===== config.mk =====
export PLATFORM = sky130hd
export DESIGN_NAME = repsub_div
export DESIGN_NICKNAME = d
export VERILOG_FILES = /design/src/rtl/repsub_div_pkg.sv /design/src/rtl/repsub_div_ctrl.sv /design/src/rtl/repsub_div_path.sv /design/src/rtl/repsub_div.sv
export SDC_FILE = /design/constraint.sdc
export NUM_CORES = 1
export LEC_CHECK = 0
export CAP_MARGIN = 20
export CORE_ASPECT_RATIO = 1.25
export CORE_MARGIN = 8
export CORE_UTILIZATION = 34
export CTS_CLUSTER_SIZE = 16
export DETAILED_ROUTE_END_ITERATION = 8
export DONT_BUFFER_PORTS = 1
export GPL_TIMING_DRIVEN = 1
export PLACE_DENSITY = 0.47
export SYNTH_ARGS = -nofsm -noshare
export SYNTH_HDL_FRONTEND = slang
export SYNTH_HIERARCHICAL = 1
export SYNTH_SLANG_ARGS = --single-unit

===== constraint.sdc =====
create_clock -name clk -period 6 [get_ports clk]
set_input_delay 0.9 -clock clk [delete_from_list [all_inputs] [get_ports clk]]
set_output_delay 0.9 -clock clk [all_outputs]
set_load 0.03 [all_outputs]

===== src/rtl/repsub_div_pkg.sv =====
package repsub_div_pkg;
  typedef enum logic [1:0] {
    ST_IDLE = 2'd0,
    ST_RUN  = 2'd1,
    ST_HOLD = 2'd2
  } div_state_e;
endpackage


===== src/rtl/repsub_div_ctrl.sv =====
module repsub_div_ctrl
  import repsub_div_pkg::*;
(
  input  logic clk,
  input  logic rst,
  input  logic start,
  input  logic den_is_zero,
  input  logic work_ge_den,
  output logic load,
  output logic step,
  output logic busy,
  output logic done,
  output logic div_err
);
  div_state_e state_q, state_d;
  logic       err_q, err_d;

  assign busy    = (state_q == ST_RUN);
  assign done    = (state_q == ST_HOLD);
  assign div_err = err_q;
  assign load    = start && !busy;
  assign step    = busy && work_ge_den;

  always_comb begin
    state_d = state_q;
    err_d   = err_q;
    unique case (state_q)
      ST_RUN: begin
        if (!work_ge_den) state_d = ST_HOLD;
      end
      default: begin
        if (start) begin
          state_d = den_is_zero ? ST_HOLD : ST_RUN;
          err_d   = den_is_zero;
        end
      end
    endcase
  end

  always_ff @(posedge clk) begin
    if (rst) begin
      state_q <= ST_IDLE;
      err_q   <= 1'b0;
    end else begin
      state_q <= state_d;
      err_q   <= err_d;
    end
  end
endmodule


===== src/rtl/repsub_div_path.sv =====
module repsub_div_path #(
  parameter int W = 10
) (
  input  logic         clk,
  input  logic         rst,
  input  logic         load,
  input  logic         step,
  input  logic [W-1:0] num,
  input  logic [W-1:0] den,
  output logic         den_is_zero,
  output logic         work_ge_den,
  output logic [W-1:0] quot,
  output logic [W-1:0] rem,
  output logic [W-1:0] den_q
);
  logic [W-1:0] work_q, quot_q, dhold_q;
  logic [W-1:0] diff;

  assign den_is_zero = (den == '0);
  assign work_ge_den = (work_q >= dhold_q);
  assign diff        = work_q - dhold_q;

  always_ff @(posedge clk) begin
    if (rst) begin
      work_q  <= '0;
      quot_q  <= '0;
      dhold_q <= '0;
    end else if (load) begin
      work_q  <= num;
      quot_q  <= '0;
      dhold_q <= den;
    end else if (step) begin
      work_q  <= diff;
      quot_q  <= quot_q + W'(1);
    end
  end

  assign quot  = quot_q;
  assign rem   = work_q;
  assign den_q = dhold_q;
endmodule


===== src/rtl/repsub_div.sv =====
module repsub_div
  import repsub_div_pkg::*;
#(
  parameter int W = 10
) (
  input  logic         clk,
  input  logic         rst,
  input  logic         start,
  input  logic [W-1:0] num,
  input  logic [W-1:0] den,
  output logic         busy,
  output logic         done,
  output logic         div_err,
  output logic [W-1:0] quot,
  output logic [W-1:0] rem
);
  logic         load, step, den_is_zero, work_ge_den;
  logic [W-1:0] den_q;

  repsub_div_ctrl u_ctrl (
    .clk         (clk),
    .rst         (rst),
    .start       (start),
    .den_is_zero (den_is_zero),
    .work_ge_den (work_ge_den),
    .load        (load),
    .step        (step),
    .busy        (busy),
    .done        (done),
    .div_err     (div_err)
  );

  repsub_div_path #(.W(W)) u_path (
    .clk         (clk),
    .rst         (rst),
    .load        (load),
    .step        (step),
    .num         (num),
    .den         (den),
    .den_is_zero (den_is_zero),
    .work_ge_den (work_ge_den),
    .quot        (quot),
    .rem         (rem),
    .den_q       (den_q)
  );
endmodule


==> impl_metrics.tcl <==
set metrics [dict create \
    antenna_cells 0 \
    cts.path.max_buffers 2 \
    gp_congestion 0.771 \
    crit_chain "inv_1 -> ha_1 -> fa_1 -> nor2b_4 -> o31a_1 -> o21a_1 -> nor2_1 -> o21ai_0 -> and2_1 -> nand4_1 -> or3_1 -> a21oi_1" \
    synthCells 219 \
    cts_root_buffer "clkbuf_8" \
    ys_seq_area_share_pct 35.5 \
    finalSetupViolations 0 \
    placed_cell_area_mm2 0.00192 \
    cp.arrival_ps 3960 \
    synth_edf_count 0 \
    areaGrowthSynthToFinish_pct 7.72 \
    finalNetCount 254 \
    cp.required_ps 6220 \
    cts_tree "yes" \
    end_kind "flip-flop" \
    post-place-ws_ps 2220 \
    first_pass_iters 4 \
    synth.area.mux_share_pct 6.45 \
    hold_buffers 0 \
    synth-simple-area-share_pct 21.8 \
    worstMarginPinSlew_ps 707 \
    insertion_delay_ps 280 \
    synth_cell_types 46 \
    clk_pin_slew_ps 70 \
    start_util_pct 34.7 \
    netlist_area_mm2 0.00186 \
    worst_hold_slack_ps 490 \
    outcome "finished, final reports clean" \
    critPathKind "reg2reg" \
    dp_hpwl_um 3490 \
    synth.area.top_cells "dfxtp_1, ha_1, nor2_1" \
    rows 30 \
    core_area_mm2 0.00537 \
    cp_max_fo 18 \
    dr.first_iter.drc_count 44 \
    grt_usage_pct 11.7 \
    avgSynthCellArea_um2 8.51 \
    ir_drop_uv 149 \
    maxCapViolations 0 \
    setup_ws_ps 2260 \
    antenna_left 0 \
    grt_pass1_wl_um 7380 \
    cts_resized 0 \
    slew_viol_final 0 \
    min_path_type "reg2reg" \
    powerDensity_mw_per_mm2 371 \
    start_kind "flip-flop" \
    grt_pass1_vias 1498 \
    fin_crit_sh_pct 62.4 \
    synth_compound_area_share_pct 17.8 \
    skew_ps 3.91 \
    num_io_pins 46 \
    viasPerCell 5.24 \
    leakagePower_nw 0.786 \
    fillers 577 \
    synth_warnings 6 \
    cp_slowest_stage_delay_ps 640 \
    cts_setup_buffers 0 \
    async_flop_share_pct 0 \
    max_slew_margin_pct 52.8 \
    drive_gt1_share_pct 7.76 \
    grt_start_max_net_pins 32 \
    die_h_um 98.8 \
    finalHoldViolations 0 \
    dr_total_vias 1484 \
    critPathSlowestCell "and2_1" \
    yosys.area_share.xor_xnor_pct 4.70 \
    htreeDepth 2 \
    die-area_mm2 0.00812 \
    cts.sinks 33 \
    route.detailed.drc 0 \
    synth_top_area_share_pct 35.5 \
    synth_top_family_by_area "simple AND/OR/NAND/NOR gates" \
    tns_ps 0 \
    yosys.area.top_type "dfxtp_1" \
    p_total_mw 0.746 \
    routedWlPerCell_um 16.3 \
    die_w_um 82.2 \
    fmax_ghz 0.267 \
    antenna_found_initial 0 \
    overflow 0 \
    synth_seq_cells 33 \
    fin_area_mm2 0.00201 \
    portBuffers 0 \
    synthFlopType "dfxtp_1" \
    syn_nets 254 \
    synth_fa_ha_area_share_pct 8.46 \
    timing.final.crit_period_ps 3740 \
    rsz0062_at_grt "no" \
    cts_buffers 5 \
    wl_um 4610 \
]
==> worst paths after layout <==
kind,start,to,slack [ps],cells past startpoint
hold reg to reg,u_path/den_q[3],u_path/den_q[3],490,2
setup reg to reg,u_path/rem[0],u_path/quot[5],2260,12
hold / removal,u_path/den_q[3],u_path/den_q[3],490,2
setup / recovery,u_path/rem[0],u_path/quot[5],2260,12
==> per-layer routing <==
layer  up-vias  GRT usage, %  share of wire, %
met3         5          5.28               8.9
met4         0          4.07               1.4
met5         -             0                 0
li1        767             -                 -
met2        37          18.5                48
met1       675          13.3                42
==> cell families after synthesis <==
| kind of cell | Yosys count |
|---|---|
| buffers and inverters | 25 |
| adder cells (fa/ha/maj) | 12 |
| flip-flops | 33 |
| AND/OR/NAND/NOR | 77 |
| XOR/XNOR | 10 |
| AO/OA/AOI/OAI | 50 |
| multiplexers | 12 |
==> final cells by class <==
cell class,instances,area [µm²],area share (%)
clock buffer,7,86.3,4.30
inverter,17,66.3,3.30
multi-input combinational,161,1110,55.1
sequential,33,661,32.9
tap,64,80.1,3.99
timing repair buffer,1,7.51,0.374
==> sequential cells by signal, summed over array words and instances (netlist names) <==
name            count
u_ctrl/div_err      1
u_path/den_q       10
u_ctrl/state_q      2
u_path/quot        10
u_path/rem         10
==> where the power goes <==
part	internal (mW)	switching, mW
Clock	0.0911	0.0801
Combinational	0.125	0.158
Sequential	0.243	0.0496
==> synthesized netlist by cell type (3+ instances only) <==
cell       n
a21oi_1   17
nand2_1   11
mux2i_1   12
o32ai_1    3
inv_1     16
a211oi_1   4
dfxtp_1   33
xnor2_1    4
ha_1      11
xor2_1     6
o21ai_0    6
nor2_1    33
nor3b_1    5
clkbuf_1   5
nand4_1    4
nor3_1     3
and3_1     3
o21a_1     6
==> critical path: cells and delay by family (launching register included) <==
kind / cells / cell delay [ps]
AO/OA/AOI/OAI: 4 / 760
buffers and inverters: 1 / 80
adder cells (fa/ha/maj): 2 / 710
flip-flops: 1 / 540
AND/OR/NAND/NOR: 5 / 1590
==> through the flow <==
step / cells / utilization (%)
2_1_floorplan: 219 / -
3_3_place_gp: 276 / 35.8
3_5_place_dp: 276 / 35.8
4_1_cts: 283 / 37.4
5_1_grt: 283 / 37.4
6_report: 283 / 37.4
==> placed cells by master, fill, tap and decap left out, types with 2 or more instances in the layout <==
cell type  instances
a211oi_1           4
a21boi_0           2
a21oi_1           17
a22oi_1            2
and3_1             3
clkbuf_8           6
dfxtp_1           33
ha_1              11
inv_1             16
mux2i_1           12
nand2_1           11
nand3_1            2
nand4_1            4
nor2_1            32
nor2b_4            2
nor3_1             3
nor3b_1            5
o21a_1             6
o21ai_0            6
o22ai_1            2
o32ai_1            3
or2_2              2
or3_1              2
or4_1              2
xnor2_1            4
xor2_1             6
Power figures use the tool's default switching activity.
